## src/rtl/dma_pkg.sv

```systemverilog
package dma_pkg;
  localparam int BANK_W = 8;
  localparam int OFS_W  = 16;
  localparam int DATA_W = 8;
  localparam int MODE_W = 3;
  localparam int PH_W   = 3;   // 8 clocks per slot
  localparam int IDX_W  = 2;   // byte index within a group

  typedef enum logic [2:0] {
    ST_IDLE, ST_INIT, ST_CHOV, ST_XFER, ST_REST
  } dmaState_t;

  typedef struct packed {
    logic             loadChan;
    logic             rdPulse;
    logic             capture;
    logic             wrPulse;
    logic [IDX_W-1:0] idx;
  } dmaStrobe_t;
endpackage

```

## src/rtl/dma_ctrl.sv

```systemverilog
module dma_ctrl
  import dma_pkg::*;
#(
  parameter int NCH = 8,
  parameter int CHW = 3
) (
  input  logic           clk,
  input  logic           rstN,
  input  logic           start,
  input  logic [NCH-1:0] startMask,
  input  logic [NCH-1:0] enableClr,
  input  logic           countIsOne,
  output dmaStrobe_t     strb,
  output logic [CHW-1:0] chanSel,
  output logic           busy,
  output logic [NCH-1:0] chanEnable
);
  dmaState_t        state;
  logic [PH_W-1:0]  phase;
  logic [IDX_W-1:0] byteIdx;
  logic             phEnd;
  logic             lastByte;
  logic             anyLeft;
  logic [NCH-1:0]   enKept;
  logic [NCH-1:0]   enAfter;
  logic [CHW-1:0]   nextSel;

  function automatic logic [CHW-1:0] lowestSet(input logic [NCH-1:0] v);
    logic [CHW-1:0] r;
    r = '0;
    for (int i = NCH - 1; i >= 0; i--) begin
      if (v[i]) r = CHW'(i);
    end
    return r;
  endfunction

  always_comb begin
    phEnd    = (phase == {PH_W{1'b1}});
    enKept   = chanEnable & ~enableClr;
    lastByte = (state == ST_XFER) && phEnd && (countIsOne || !enKept[chanSel]);
    enAfter  = enKept;
    if (lastByte) enAfter[chanSel] = 1'b0;
    if (state == ST_IDLE && start) enAfter = enAfter | startMask;
    anyLeft  = |enAfter;
    nextSel  = lowestSet(enAfter);
  end

  always_comb begin
    strb.loadChan = (state == ST_CHOV) && phEnd;
    strb.rdPulse  = (state == ST_XFER) && (phase == PH_W'(3));
    strb.capture  = (state == ST_XFER) && (phase == PH_W'(4));
    strb.wrPulse  = (state == ST_XFER) && phEnd;
    strb.idx      = byteIdx;
    busy          = (state == ST_INIT) || (state == ST_CHOV) || (state == ST_XFER);
  end

  always_ff @(posedge clk) begin
    if (!rstN) begin
      state      <= ST_IDLE;
      phase      <= '0;
      chanSel    <= '0;
      byteIdx    <= '0;
      chanEnable <= '0;
    end else begin
      chanEnable <= enAfter;
      if (busy) phase <= phase + PH_W'(1);
      else      phase <= '0;
      case (state)
        ST_IDLE: if (start) state <= ST_INIT;
        ST_INIT: begin
          if (phEnd) begin
            if (anyLeft) begin
              state   <= ST_CHOV;
              chanSel <= nextSel;
            end else begin
              state <= ST_REST;
            end
          end
        end
        ST_CHOV: begin
          if (phEnd) begin
            state   <= ST_XFER;
            byteIdx <= '0;
          end
        end
        ST_XFER: begin
          if (phEnd) begin
            byteIdx <= byteIdx + IDX_W'(1);
            if (lastByte) begin
              if (anyLeft) begin
                state   <= ST_CHOV;
                chanSel <= nextSel;
              end else begin
                state <= ST_REST;
              end
            end
          end
        end
        ST_REST: state <= ST_IDLE;
        default: state <= ST_IDLE;
      endcase
    end
  end
endmodule

```

## src/rtl/dma_path.sv

```systemverilog
module dma_path
  import dma_pkg::*;
#(
  parameter int NCH = 8,
  parameter int CHW = 3
) (
  input  logic                            clk,
  input  logic                            rstN,
  input  dmaStrobe_t                      strb,
  input  logic [CHW-1:0]                  chanSel,
  input  logic [NCH-1:0]                  cfgDir,
  input  logic [NCH-1:0][MODE_W-1:0]      cfgMode,
  input  logic [NCH-1:0][DATA_W-1:0]      cfgTarget,
  input  logic [NCH-1:0][BANK_W-1:0]      cfgBank,
  input  logic [NCH-1:0][OFS_W-1:0]       cfgAddr,
  input  logic [NCH-1:0]                  cfgFixed,
  input  logic [NCH-1:0]                  cfgReverse,
  input  logic [NCH-1:0][OFS_W-1:0]       cfgCount,
  output logic [BANK_W+OFS_W-1:0]         aAddr,
  output logic                            aRead,
  output logic                            aWrite,
  output logic [DATA_W-1:0]               aWdata,
  input  logic [DATA_W-1:0]               aRdata,
  output logic [15:0]                     bAddr,
  output logic                            bRead,
  output logic                            bWrite,
  output logic [DATA_W-1:0]               bWdata,
  input  logic [DATA_W-1:0]               bRdata,
  output logic                            countIsOne
);
  logic              curDir;
  logic [MODE_W-1:0] curMode;
  logic [DATA_W-1:0] curTarget;
  logic [BANK_W-1:0] curBank;
  logic [OFS_W-1:0]  curOfs;
  logic              curFixed;
  logic              curRev;
  logic [OFS_W-1:0]  curCount;
  logic [DATA_W-1:0] dataReg;
  logic [DATA_W-1:0] stepB;
  logic [DATA_W-1:0] bByte;
  logic              aOk;
  logic              bOk;
  logic              inIoHole;

  always_comb begin
    case (curMode)
      3'd1, 3'd5: stepB = DATA_W'(strb.idx[0]);
      3'd3, 3'd7: stepB = DATA_W'(strb.idx[1]);
      3'd4:       stepB = DATA_W'(strb.idx);
      default:    stepB = '0;
    endcase
    bByte    = curTarget + stepB;
    inIoHole = (curOfs[15:8] == 8'h21) || (curOfs[15:9] == 7'h20) ||
               (curOfs[15:5] == 11'h210) || (curOfs[15:7] == 9'h086);
    aOk      = curBank[6] || !inIoHole;
    bOk      = !((bByte == 8'h80) &&
                 ((curBank[7:1] == 7'h3F) || (!curBank[6] && (curOfs < 16'h2000))));
    aAddr      = {curBank, curOfs};
    bAddr      = {8'h21, bByte};
    aRead      = strb.rdPulse && !curDir && aOk;
    bRead      = strb.rdPulse &&  curDir && bOk;
    aWrite     = strb.wrPulse &&  curDir && aOk;
    bWrite     = strb.wrPulse && !curDir && bOk;
    aWdata     = dataReg;
    bWdata     = dataReg;
    countIsOne = (curCount == OFS_W'(1));
  end

  always_ff @(posedge clk) begin
    if (!rstN) begin
      curDir    <= 1'b0;
      curMode   <= '0;
      curTarget <= '0;
      curBank   <= '0;
      curOfs    <= '0;
      curFixed  <= 1'b0;
      curRev    <= 1'b0;
      curCount  <= '0;
      dataReg   <= '0;
    end else begin
      if (strb.loadChan) begin
        curDir    <= cfgDir[chanSel];
        curMode   <= cfgMode[chanSel];
        curTarget <= cfgTarget[chanSel];
        curBank   <= cfgBank[chanSel];
        curOfs    <= cfgAddr[chanSel];
        curFixed  <= cfgFixed[chanSel];
        curRev    <= cfgReverse[chanSel];
        curCount  <= cfgCount[chanSel];
      end
      if (strb.capture) begin
        if (curDir) dataReg <= bOk ? bRdata : '0;
        else        dataReg <= aOk ? aRdata : '0;
      end
      if (strb.wrPulse) begin
        curCount <= curCount - OFS_W'(1);
        if (!curFixed) curOfs <= curRev ? curOfs - OFS_W'(1) : curOfs + OFS_W'(1);
      end
    end
  end
endmodule

```

## src/rtl/dma_engine.sv

```systemverilog
module dma_engine
  import dma_pkg::*;
#(
  parameter int NCH = 8
) (
  input  logic                        clk,
  input  logic                        rstN,
  input  logic                        start,
  input  logic [NCH-1:0]              startMask,
  input  logic [NCH-1:0]              enableClr,
  input  logic [NCH-1:0]              cfgDir,
  input  logic [NCH-1:0][MODE_W-1:0]  cfgMode,
  input  logic [NCH-1:0][DATA_W-1:0]  cfgTarget,
  input  logic [NCH-1:0][BANK_W-1:0]  cfgBank,
  input  logic [NCH-1:0][OFS_W-1:0]   cfgAddr,
  input  logic [NCH-1:0]              cfgFixed,
  input  logic [NCH-1:0]              cfgReverse,
  input  logic [NCH-1:0][OFS_W-1:0]   cfgCount,
  output logic [BANK_W+OFS_W-1:0]     aAddr,
  output logic                        aRead,
  output logic                        aWrite,
  output logic [DATA_W-1:0]           aWdata,
  input  logic [DATA_W-1:0]           aRdata,
  output logic [15:0]                 bAddr,
  output logic                        bRead,
  output logic                        bWrite,
  output logic [DATA_W-1:0]           bWdata,
  input  logic [DATA_W-1:0]           bRdata,
  output logic                        busy,
  output logic [NCH-1:0]              chanEnable
);
  localparam int CHW = (NCH > 1) ? $clog2(NCH) : 1;

  dmaStrobe_t     strb;
  logic [CHW-1:0] chanSel;
  logic           countIsOne;

  dma_ctrl #(.NCH(NCH), .CHW(CHW)) u_ctrl (
    .clk(clk), .rstN(rstN), .start(start), .startMask(startMask),
    .enableClr(enableClr), .countIsOne(countIsOne), .strb(strb),
    .chanSel(chanSel), .busy(busy), .chanEnable(chanEnable)
  );

  dma_path #(.NCH(NCH), .CHW(CHW)) u_path (
    .clk(clk), .rstN(rstN), .strb(strb), .chanSel(chanSel),
    .cfgDir(cfgDir), .cfgMode(cfgMode), .cfgTarget(cfgTarget),
    .cfgBank(cfgBank), .cfgAddr(cfgAddr), .cfgFixed(cfgFixed),
    .cfgReverse(cfgReverse), .cfgCount(cfgCount),
    .aAddr(aAddr), .aRead(aRead), .aWrite(aWrite), .aWdata(aWdata),
    .aRdata(aRdata), .bAddr(bAddr), .bRead(bRead), .bWrite(bWrite),
    .bWdata(bWdata), .bRdata(bRdata), .countIsOne(countIsOne)
  );
endmodule

```

## config.mk

```make
export PLATFORM = sky130hd
export DESIGN_NAME = dma_engine
export DESIGN_NICKNAME = d
export VERILOG_FILES = /design/src/rtl/dma_pkg.sv /design/src/rtl/dma_ctrl.sv /design/src/rtl/dma_path.sv /design/src/rtl/dma_engine.sv
export SDC_FILE = /design/constraint.sdc
export NUM_CORES = 1
export LEC_CHECK = 0
export CAP_MARGIN = 30
export CORE_AREA = 2 2 207 209
export CTS_BUF_LIST = sky130_fd_sc_hd__clkbuf_4
export DETAILED_ROUTE_END_ITERATION = 12
export DIE_AREA = 0 0 209 211
export GPL_TIMING_DRIVEN = 0
export PLACE_DENSITY = 0.5
export REMOVE_ABC_BUFFERS = 1
export SLEW_MARGIN = 20
export SYNTH_ARGS = -nofsm -noshare
export SYNTH_HDL_FRONTEND = slang
export SYNTH_SLANG_ARGS = --single-unit
```

## constraint.sdc

```tcl
create_clock -name clk -period 5.2 [get_ports clk]
set_input_delay 1.04 -clock clk [delete_from_list [all_inputs] [get_ports clk]]
set_output_delay 1.04 -clock clk [all_outputs]
set_load 0.005 [all_outputs]
```

==> Word level (Yosys, flattened, before mapping) <==
Index checks and enable logic that the tools add are counted.
{ "totals": {"ff_bits": 81, "inputBits": 467, "out_inout_bits": 69, "wordCells": 147} }
{ "classes": {"n_eq_ne": 23, "reduce_logical": 41, "add_sub_neg": 6, "n_bitwise": 5, "muxes": 55, "n_lt_le_gt_ge": 3} }
{ "ops": {"columns": ["op", "n"], "rows": [
  ["$mux 16", 8],
  ["$bmux 16 s3", 2],
  ["$mux 3", 19],
  ["$mux 8", 7],
  ["$bmux 8 s3", 2],
  ["$sub 16x1->16 const B", 2],
  ["$logic_and 1x1->1", 17],
  ["$add 16x1->16 const B", 1],
  ["$and 8x8->8", 2],
  ["$eq 16x1->1 const B", 1],
  ["$lt 16x14->1 const B", 1],
  ["$not 8->8", 2],
  ["$eq 3x3->1 const B", 5],
  ["$eq 7x6->1 const B", 2],
  ["$bmux 1 s3", 4],
  ["$eq 3x2->1 const B", 4],
  ["$pmux 3 s4", 1],
  ["$eq 11x10->1 const B", 1],
  ["$bmux 3 s3", 1],
  ["$eq 9x8->1 const B", 1],
  ["$add 8x2->8", 1],
  ["$eq 8x6->1 const B", 1],
  ["$eq 8x8->1 const B", 1],
  ["$logic_or 1x1->1", 8],
  ["other kinds (23)", 39]
]} }

==> Longest topological paths before layout <==
Gate-level depths: netlist (run 1).
{ "depth": {"depth_word": 22, "ltp_mapped": 13, "ltp_nobuf": 12} }

==> Hierarchy <==
A second synthesis (run 1) with hierarchy kept.
{ "hier_totals": {"cells_unflattened": 849, "area_unflattened_um2": 8418.1} }
{ "by_module_without_submodules": {"columns": ["mod", "area_each_um2", "cells_per_inst", "seq_area_each_um2", "n_inst"], "rows": [
  ["dma_path", 7138.1, 691, 1241.2, 1],
  ["dma_ctrl", 1280.0, 158, 380.4, 1]
]} }

==> Worst setup path before layout (run 1) <==
No wires, ideal clock.
{ "synth_path": {"kind": "register to output", "start": "reg u_ctrl.byteIdx[0]", "end": "out bRead", "path_buffers": 1, "slack_ns": 1.770, "arrival_time_ns": 2.390, "required_time_ns": 4.160, "path_stages_with_launch": 13, "cell_sequence": "dfxtp_1 > o21ai_0 > o21ai_0 > ha_1 > inv_1 > fa_1 > nor2_1 > xor2_1 > nor4_1 > and4_1 > nor2b_1 > clkbuf_1 > and3_1"} }
{ "synth_between": {"elab_chain_cells": 6} }
{ "synth_lines": {"columns": ["element", "line", "text"], "rows": [
  ["start, declared", "dma_ctrl.sv:20", "logic [IDX_W-1:0] byteIdx;"],
  ["start signal, assigned", "dma_ctrl.sv:88", "byteIdx <= byteIdx + IDX_W'(1);"],
  ["$pmux 2 s3", "dma_path.sv:47", "case (curMode)"],
  ["$add 8x2->8", "dma_path.sv:53", "bByte = curTarget + stepB;"],
  ["via bAddr[4]", "dma_engine.sv:24", "output logic [15:0] bAddr,"],
  ["$eq 8x8->1", "dma_path.sv:57", "bOk = !((bByte == 8'h80) &&"],
  ["$logic_and 1x1->1", "dma_path.sv:57", null],
  ["$logic_not 1->1", "dma_path.sv:57", null],
  ["$logic_and 1x1->1", "dma_path.sv:62", "bRead = strb.rdPulse && curDir && bOk;"],
  ["end, declared", "dma_engine.sv:25", "output logic bRead,"]
]} }
The timed path passes the listed nets, and every way through them passes these cells.

==> Worst setup path in the final report (run 1) <==
{ "layout_path": {"start": "reg u_ctrl.byteIdx[0]", "end": "out bRead"} }
{ "layout_between": {"elab_chain_cells": 6} }
{ "layout_lines": {"columns": ["element", "line"], "rows": [
  ["$pmux 2 s3", "dma_path.sv:47"],
  ["$add 8x2->8", "dma_path.sv:53"],
  ["$eq 8x8->1", "dma_path.sv:57"],
  ["$logic_and 1x1->1", "dma_path.sv:57"],
  ["$logic_not 1->1", "dma_path.sv:57"],
  ["$logic_and 1x1->1", "dma_path.sv:62"]
]} }
No other way between the ends.

==> flow_summary.yaml, run 1 <==
run_status:
  status: "finished, final reports clean"
placed_design:
  hpwl_mm: 34.7
  port_buffers: 527
  dpl_cell_area_mm2: 0.0131
  globalplace.congestion: 0.821
  place_ws_ps: 363
clock_tree:
  cts_tree: "yes"
  htree_levels: 3
  numCtsBuffers: 9
  clkTransAtPathRegs_ps: 160
  cts-root-buf: "clkbuf_4"
  hold_buffers: 0
  clock_sinks: 81
  clock_latency_ps: 550
  clock_path_buffers: 2
critical_path:
  required_ps: 4160
  critPathArrivalTime_ps: 3710
  regToRegEndpoint: "u_ctrl.chanSel[1]"
  critPathMaxFanout: 5
  r2r_slack_ps: 1390
  rr_worst_depth: 10
  cp_slowest_cell: "clkdlybuf4s50_1"
  critPathKind: "reg2out"
  path_common_cell: "o21ai_0"
  critPathLaunchType: "register"
  reg2reg_from: "u_ctrl.phase[0]"
  cp-end-kind: "output pin"
  critPathMaxStageDelay_ps: 460
  crit_chain: "o21ai_0, o21ai_0, ha_1, inv_1, fa_1, nor2_1, xor2_1, nor4_1, and4_1, nor2b_4, and3_1, clkdlybuf4s50_1"
floorplanning:
  io_pins: 536
  placementRows: 75
  die_x_um: 209
  initial_utilization_pct: 17.0
  die_area_mm2: 0.0441
  die_y_um: 211
  core_mm2: 0.0418
power:
  powerDensity_mw_per_mm2: 113
  power.leakage_nw: 4.68
  ir_drop_mv: 0.0715
  total_power_mw: 1.49
timing:
  slew_headroom_pct: 39.4
  finalHoldViolCount: 0
  timing.final.crit_share_pct: 91.3
  tightest_slew_ps: 906
  finalCriticalPeriod_ps: 4750
  finalMaxSlewViolations: 0
  finalClockSkew_ps: 36.6
  rsz0062_at_grt: "no"
  timing.fmax_mhz: 211
  finalSetupViolCount: 0
  setup_ws_ps: 452
global_routing:
  grt_pass1_vias: 9956
  grt_pass1_wl_mm: 62.7
  grt_usage_pct: 18.9
  grt_max_degree: 39
  met2_usage_pct: 35.2
  grt_antenna_before_repair: 4
  gr-usage-met3_pct: 4.37
  met1_usage_pct: 22.1
  busiest_layer: "met2"
  gr-total-overflow: 0
synthesis:
  yosysWarningCount: 0
  netlist.area_leader.share_pct: 22.8
  synth_top_cell_by_area: "dfxtp_1"
  synth_flop_cell: "dfxtp_1"
  ys_types: 71
  synth_seq_cells: 81
  synth_edf_count: 0
  async_reset_ff_share_pct: 0
  seq_area_frac_synth_pct: 22.8
  synth.area.top_cells: "dfxtp_1 23%, a221oi_1 9.6%, a22oi_1 7.2%, a22o_1 6.8%, a21oi_1 4.7%"
  synth_area_mm2: 0.00711
  yosys-top-cells-count: "81 x dfxtp_1, 78 x a221oi_1, 68 x a22oi_1"
  avgSynthCellArea_um2: 7.73
  synthMostInstantiatedCell: "dfxtp_1"
  netlist_instances: 920
run:
  cap_violations: 0
final_layout:
  final_layout_size_suffix_gt1_share_pct: 6.35
  fin_area_mm2: 0.0133
  multi_input_area_mm2: 0.00504
  regArea_mm2: 0.00163
  layout.nets: 1888
  num-fill-cells: 4423
  layout-area-overhead-vs-synth_pct: 86.4
route:
  routed_wl_mm: 43.0
  drc: 0
  dr_total_vias: 9667
  detail_route.iter0.violations: 493
  first_pass_iters: 5
  via_per_inst: 4.96
  ant_nets: 0
  avgRoutedWirePerCell_um: 22.1
hold_path:
  holdCritStartpoint: "u_ctrl.phase[0]"
  min_delay_path_depth: 1
  holdPathEnd: "u_ctrl.phase[0]"
  hold_path_class: "reg2reg"
==> kinds of logic after synthesis <==
kind of cell             after synthesis  synth area share [%]
buffers and inverters                123                  7.37
AND/OR/NAND/NOR                      230                  16.9
flip-flops                            81                  22.8
other                                  2                 0.106
AO/OA/AOI/OAI                        425                  42.6
multiplexers                          18                  3.68
XOR/XNOR                              17                  2.09
adder cells (fa/ha/maj)               24                  4.43
==> layout by cell type (no fill, tap or decap), types with 7 or more instances in the layout <==
cell type	count
clkdlybuf4s50_1	526
a221oi_1	78
dfxtp_1	77
a22oi_1	68
a21oi_1	67
o21ai_0	61
nor2_1	57
a22o_1	55
nand2_1	43
nand3_1	30
a31oi_1	28
inv_1	22
ha_1	22
buf_4	14
nand4_1	13
a211oi_1	13
o211ai_1	12
nor2b_1	11
buf_12	10
xnor2_1	9
nand2b_1	9
clkbuf_4	9
xor2_1	8
conb_1	8
diode_2	7
nor3_1	7
and2_1	7
mux2i_1	7
buf_6	7
==> how the worst max path moves through the flow <==
stage / startpoint / end / depth (start not counted)
after floorplan: u_ctrl.chanSel[1] / u_ctrl.chanSel[2] / 7
after global placement: u_ctrl.chanSel[1] / u_ctrl.chanSel[1] / 8
after detailed placement: u_ctrl.byteIdx[0] / bRead / 12
after CTS: u_ctrl.byteIdx[0] / bRead / 12
after global routing: u_ctrl.byteIdx[0] / bRead / 12
final: u_ctrl.byteIdx[0] / bRead / 12
==> metal layers <==
metal	wire length (um)	vias up
met4	447	0
met3	2530	28
met1	17800	4670
met5	0	-
met2	22300	372
li1	-	4597
==> critical path: cells and delay by family, from the launching register on <==
kind / cells / cell delay (ps)
compound gates: 2 / 320
xor+xnor: 1 / 110
fa+ha+maj: 2 / 660
buf+inv: 2 / 520
flops: 1 / 440
simple gates: 5 / 1130
==> power breakdown <==
part	internal (mW)	switching [mW]	leakage (nW)	total (mW)
sequential	0.625	0.00411	0.655	0.629
combinational	0.354	0.119	3.97	0.473
clock	0.101	0.287	0.0582	0.389
==> per-stage QoR <==
stage / cells / TNS, ps / utilization, % / hold WS [ps]
6_report: 1948 / 0 / 31.7 / 462
5_1_grt: 1945 / 0 / 31.7 / 498
4_1_cts: 1937 / 0 / 31.6 / 462
3_5_place_dp: 1921 / 0 / 31.3 / 440
3_3_place_gp: 1892 / -284430 / 30.3 / 432
2_1_floorplan: 826 / -1400 / - / 417
==> layout make-up <==
class                      instances  area share [%]
timing repair buffer             560            42.9
inverter                          23           0.651
tap                              539            5.09
clock inverter                     7           0.415
sequential                        81            12.3
multi-input combinational        722            38.0
clock buffer                       9           0.510
antenna                            7           0.132
==> sequential cells by signal, indices dropped and copies added (netlist names) <==
name / cells
u_path.curCount: 16
u_path.curOfs: 16
u_path.curTarget: 8
u_ctrl.chanEnable: 8
u_path.curBank: 8
u_path.aWdata: 8
u_path.curRev: 1
u_ctrl.byteIdx: 2
u_ctrl.state: 3
u_path.curFixed: 1
u_ctrl.phase: 3
u_path.curMode: 3
u_path.curDir: 1
u_ctrl.chanSel: 3
==> what timing repair did <==
action                                 in CTS  in global routing
endpoints found under the hold margin       0                  0
gates resized for setup                     2                  0
setup endpoints to repair                   1                  1
setup buffers                               0                  2
(Power assumes the default switching activity.)
==> run 2, diff against run 1 <==
--- a/config.mk
+++ b/config.mk
@@ -13,6 +13,7 @@
 export GPL_TIMING_DRIVEN = 0
 export PLACE_DENSITY = 0.5
 export REMOVE_ABC_BUFFERS = 1
+export SETUP_SLACK_MARGIN = 0.3
 export SLEW_MARGIN = 20
 export SYNTH_ARGS = -nofsm -noshare
 export SYNTH_HDL_FRONTEND = slang
==> run 2 against run 1 <==
Effect of this change:
- cell area about the same
- first-iteration DRC count decreased by 4.3%
- fmax increased by 1.6%
==> flow_summary.yaml, run 2 (synthesis gave the netlist of run 1 again) <==
timing:
  fin_hold_ws_ps: 460
  finalMaxSlewViolations: 0
  finalHoldViolCount: 0
  timing.fmax_mhz: 214
  finalSetupViolCount: 0
  finalClockSkew_ps: 38.1
  finalCriticalPeriod_ps: 4670
  timing.final.crit_share_pct: 89.9
  rsz0062_at_grt: "yes"
  slew_headroom_pct: 35.6
  tightest_slew_ps: 964
clock_tree:
  numCtsBuffers: 9
  clock_latency_ps: 550
  clock_path_buffers: 2
  clock_sinks: 81
  htree_levels: 3
  cts_tree: "yes"
  clkTransAtPathRegs_ps: 160
  cts-root-buf: "clkbuf_4"
  hold_buffers: 0
critical_path:
  critPathMaxFanout: 5
  critPathKind: "reg2out"
  startpoint: "u_ctrl.byteIdx[0]"
  path_common_cell: "o21ai_0"
  critPathLaunchType: "register"
  crit_buf_inv: 2
  cp_slowest_cell: "clkdlybuf4s50_1"
  critPathMaxStageDelay_ps: 460
  critPathArrivalTime_ps: 3630
  crit_chain: "o21ai_0, o21ai_0, ha_1, inv_1, fa_1, nor2_1, xor2_1, nor4_1, and4_4, nor2b_4, and3_1, clkdlybuf4s50_1"
  cp-end-kind: "output pin"
  reg2reg_from: "u_ctrl.chanSel[2]"
  path_delay_family: "simple AND/OR/NAND/NOR gates"
  required_ps: 4160
power:
  ir_drop_mv: 0.0715
  p_comb_share_pct: 31.7
  power_switching_share_pct: 27.5
  powerDensity_mw_per_mm2: 113
  power.leakage_nw: 4.68
  clkPwrFrac_pct: 26.0
  power_frac_seq_pct: 42.2
  power_switching_mw: 0.409
  internal_power_mw: 1.08
global_routing:
  met1_usage_pct: 22.1
  met2_usage_pct: 35.3
  grt_pass1_wl_mm: 62.7
  busiest_layer: "met2"
  grt_antenna_before_repair: 4
  grt_max_degree: 39
  grt_usage_pct: 18.9
  grt_pass1_vias: 9951
  gr-usage-met3_pct: 4.28
  gr-total-overflow: 0
final_layout:
  final_cell_mix: "526 x clkdlybuf4s50_1, 78 x a221oi_1, 77 x dfxtp_1"
  layout.nets: 1887
  fin_util_pct: 31.7
  final_layout_size_suffix_gt1_share_pct: 6.42
  final_common_cell: "clkdlybuf4s50_1"
  layout-area-overhead-vs-synth_pct: 86.3
  num-fill-cells: 4418
  reg_top3: "u_path.curCount (16), u_path.curOfs (16)"
floorplanning:
  die_y_um: 211
  io_pins: 536
  die_area_mm2: 0.0441
  die_x_um: 209
  initial_utilization_pct: 17.0
  core_mm2: 0.0418
  placementRows: 75
run_status:
  status: "finished, final reports clean"
route:
  drc: 0
  ant_nets: 0
  dr_total_vias: 9609
  via_per_inst: 4.94
  avgRoutedWirePerCell_um: 22.1
  detail_route.iter0.violations: 472
  routed_wl_mm: 43.1
  first_pass_iters: 5
run:
  cap_violations: 0
hold_path:
  holdCritStartpoint: "u_ctrl.phase[0]"
  hold_path_class: "reg2reg"
placed_design:
  globalplace.congestion: 0.821
  hpwl_mm: 34.7
  port_buffers: 527
## run 2: cell types whose count changed in the layout (fill, tap and decap cells not counted)
| cell | previous run | this run |
|---|---|---|
| and2_1 | 7 | 6 |
| diode_2 | 7 | 6 |
| buf_4 | 14 | 13 |
| and4_4 | 0 | 1 |
| and2_2 | 0 | 1 |
| and4_1 | 1 | 0 |
## run 2: power by group through the flow
stage	Clock (mW)	Combinational (mW)	Sequential [mW]
after detailed placement	0	0.472	0.643
after CTS	0.418	0.474	0.630
after global routing	0.442	0.502	0.631
after global placement	0	0.460	0.648
after floorplan	0	0.0690	0.645
final	0.388	0.473	0.629
## run 2: path summary, 6_finish.rpt
path              slack [ps]  depth (start not counted)                end
setup / recovery         530                         12              bRead
hold / removal           460                          1    u_ctrl.phase[0]
setup reg to reg        1560                         10  u_ctrl.chanSel[1]
hold reg to reg          460                          1    u_ctrl.phase[0]
## run 2: layout make-up
| cell class | count | area [um^2] | share of cell area, % |
|---|---|---|---|
| clock inverter | 7 | 55.1 | 0.416 |
| antenna | 6 | 15.0 | 0.113 |
| tap | 539 | 674 | 5.09 |
| inverter | 23 | 86.3 | 0.652 |
| sequential | 81 | 1630 | 12.3 |
| clock buffer | 9 | 67.6 | 0.510 |
| timing repair buffer | 559 | 5680 | 42.9 |
| multi-input combinational | 722 | 5040 | 38.1 |
## run 2: timing repair
item / 4_1_cts / 5_1_grt
endpoints found under the setup margin: 1 / 3
resized for setup: 3 / 2
buffers inserted: 1 / 0
## run 2: metrics by stage
step           worst slack [ps]  power (mW)  cells  TNS (ps)  area (um^2)
5_1_grt                     233        1.57   1944         0        13200
4_1_cts                     365        1.52   1938         0        13200
3_5_place_dp                363        1.11   1921         0        13100
2_1_floorplan              -338       0.714    826     -1400         6700
6_report                    526        1.49   1946         0        13200
3_3_place_gp              -5890        1.11   1892   -284430        12600
## run 2: layer usage
layer	vias to the layer above	wire, um	share of wire, %
met5	-	0	0
li1	4592	-	-
met3	25	2600	6.0
met4	0	430	1.0
met1	4608	17700	41
met2	384	22300	52
==> run 3, diff against run 2 <==
--- a/config.mk
+++ b/config.mk
@@ -5,13 +5,13 @@
 export SDC_FILE = /design/constraint.sdc
 export NUM_CORES = 1
 export LEC_CHECK = 0
-export CAP_MARGIN = 30
 export CORE_AREA = 2 2 207 209
 export CTS_BUF_LIST = sky130_fd_sc_hd__clkbuf_4
 export DETAILED_ROUTE_END_ITERATION = 12
 export DIE_AREA = 0 0 209 211
 export GPL_TIMING_DRIVEN = 0
 export PLACE_DENSITY = 0.5
+export RECOVER_POWER = 25
 export REMOVE_ABC_BUFFERS = 1
 export SETUP_SLACK_MARGIN = 0.3
 export SLEW_MARGIN = 20
==> run 3 against run 2 <==
Effect of this change:
- the run now ends with max-capacitance violations, max-slew violations left
- cell area down 0.14%
- highest routed layer unchanged
- final cell count down 0.21%
- via count up 0.61%
- register-to-register slack lost 880 ps
- first-iteration DRC count grew 12%
- core utilization about the same
- sequential cell count stayed put
==> flow_summary.yaml, run 3 (synthesis gave the netlist of run 1 again) <==
run_status:
  status: "finished with violations"
  failed_checks: "max-capacitance violations, max-slew violations"
critical_path:
  critPathKind: "reg2out"
  required_ps: 4160
  rr_worst_depth: 8
  path_delay_family: "simple AND/OR/NAND/NOR gates"
  cp.depth: 12
  cp_slowest_cell: "clkdlybuf4s50_1"
  path_common_cell: "o21ai_0"
  cp-end-kind: "output pin"
  crit_chain: "o21ai_0, o21ai_0, ha_1, inv_1, fa_1, nor2_1, xor2_1, nor4_1, and4_2, nor2b_4, and3_1, clkdlybuf4s50_1"
  critPathLaunchType: "register"
  crit_buf_inv: 2
  critPathMaxFanout: 4
  critPathMaxStageDelay_ps: 530
  critPathArrivalTime_ps: 3590
clock_tree:
  clock_latency_ps: 540
  hold_buffers: 0
  cts-root-buf: "clkbuf_4"
  clock_path_buffers: 2
  htree_levels: 3
  numCtsBuffers: 9
  clock_sinks: 81
  cts_tree: "yes"
  clkTransAtPathRegs_ps: 150
timing:
  finalSetupViolCount: 0
  totalNegativeSetupSlack_ps: 0
  finalMaxSlewViolations: 58
  setup_ws_ps: 570
  finalClockSkew_ps: 23.5
  rsz0062_at_grt: "yes"
  slew_headroom_pct: -18.8
  timing.fmax_mhz: 216
  finalCriticalPeriod_ps: 4630
  finalHoldViolCount: 0
  tightest_slew_ps: 1780
  timing.final.crit_share_pct: 89.0
final_layout:
  layout-area-overhead-vs-synth_pct: 86.0
  final_layout_size_suffix_gt1_share_pct: 6.00
  final_cells: 1942
  fin_util_pct: 31.7
  final_cell_mix: "511 x clkdlybuf4s50_1, 78 x a221oi_1, 77 x dfxtp_1"
  layout.nets: 1885
  reg_top3: "u_path.curCount (16), u_path.curOfs (16)"
  final_common_cell: "clkdlybuf4s50_1"
power:
  internal_power_mw: 1.13
  p_comb_share_pct: 30.7
  ir_drop_mv: 0.0818
  power_switching_mw: 0.406
  power_switching_share_pct: 26.5
  powerDensity_mw_per_mm2: 116
  total_power_mw: 1.54
  power_frac_seq_pct: 41.0
  clkPwrFrac_pct: 28.3
  power.leakage_nw: 4.75
global_routing:
  grt_max_degree: 39
  grt_pass1_vias: 9868
  gr-total-overflow: 0
  grt_antenna_before_repair: 3
  grt_pass1_wl_mm: 62.9
  grt_usage_pct: 19.0
route:
  avgRoutedWirePerCell_um: 22.2
  ant_nets: 0
  drc: 0
  dr_total_vias: 9668
  via_per_inst: 4.98
  detail_route.iter0.violations: 527
  first_pass_iters: 6
  routed_wl_mm: 43.1
floorplanning:
  placementRows: 75
  die_area_mm2: 0.0441
  core_mm2: 0.0418
  initial_utilization_pct: 17.0
  io_pins: 536
  die_x_um: 209
  die_y_um: 211
placed_design:
  placed_cells: 1921
  place_ws_ps: 388
  hpwl_mm: 34.7
  port_buffers: 527
  globalplace.congestion: 0.821
run:
  cap_violations: 3
hold_path:
  hold_path_class: "reg2reg"
  min_delay_path_depth: 1
[run 3: cell types whose count changed in the layout (fill, tap and decap cells not counted), sizes merged]
cell,before,now
diode,6,4
clkbuf,10,11
clkdlybuf4s50,526,511
dlygate4sd3,0,14
dlymetal6s2s,0,1
clkinvlp,3,1
buf,32,29
clkinv,2,3
bufinv,0,1
[run 3: path summary, 6_finish.rpt]
path,startpoint,endpoint,slack [ps]
worst max-delay path,u_path.curMode[0],bRead,570
worst min-delay path,u_ctrl.phase[0],u_ctrl.phase[0],460
worst max register to register,u_ctrl.chanSel[2],u_path.curCount[14],680
worst min register to register,u_ctrl.phase[0],u_ctrl.phase[0],460
[run 3: cell type report]
type                       instances  area (um^2)
fill                            4439        28500
timing repair buffer             557         5650
multi-input combinational        722         5040
sequential                        81         1630
tap                              539          674
inverter                          23         86.3
clock inverter                     7         78.8
clock buffer                       9         67.6
antenna                            4         10.0
[run 3: worst register-to-register path, cell delays in order (launching register included)]
cell and delay (ps):
dfxtp_1 1420, and2_0 1460, clkbuf_2 850, a21oi_1 180
nand3_1 100, a21oi_1 60, a41oi_1 170, o22ai_1 100
nor2_1 90
[run 3: power by group through the flow]
stage | logic, mW | registers, mW | clock network, mW
6_report | 0.472 | 0.629 | 0.435
3_5_place_dp | 0.472 | 0.643 | 0
4_1_cts | 0.475 | 0.630 | 0.466
3_3_place_gp | 0.460 | 0.648 | 0
5_1_grt | 0.501 | 0.630 | 0.482
2_1_floorplan | 0.0690 | 0.645 | 0
[run 3: what timing repair did]
action / 4_1_cts / 5_1_grt
resized for setup: 2 / 4
setup buffers: 1 / 0
cloned: 0 / 0
setup endpoints to repair: 1 / 3
[run 3: per-layer routing]
layer	vias to the layer above	share of wire, %	wire length (um)	global-route usage, %
li1	4590	-	-	-
met1	4660	42	18000	22.6
met2	388	51	22200	35.3
met3	30	5.5	2350	4.03
met4	0	1.2	526	3.28
met5	-	0	0	0
[run 3: metrics by stage]
stage,hold WS (ps),instance area (um^2)
3_5_place_dp,441,13100
2_1_floorplan,417,6700
3_3_place_gp,432,12600
4_1_cts,463,13200
5_1_grt,495,13200
6_report,458,13200
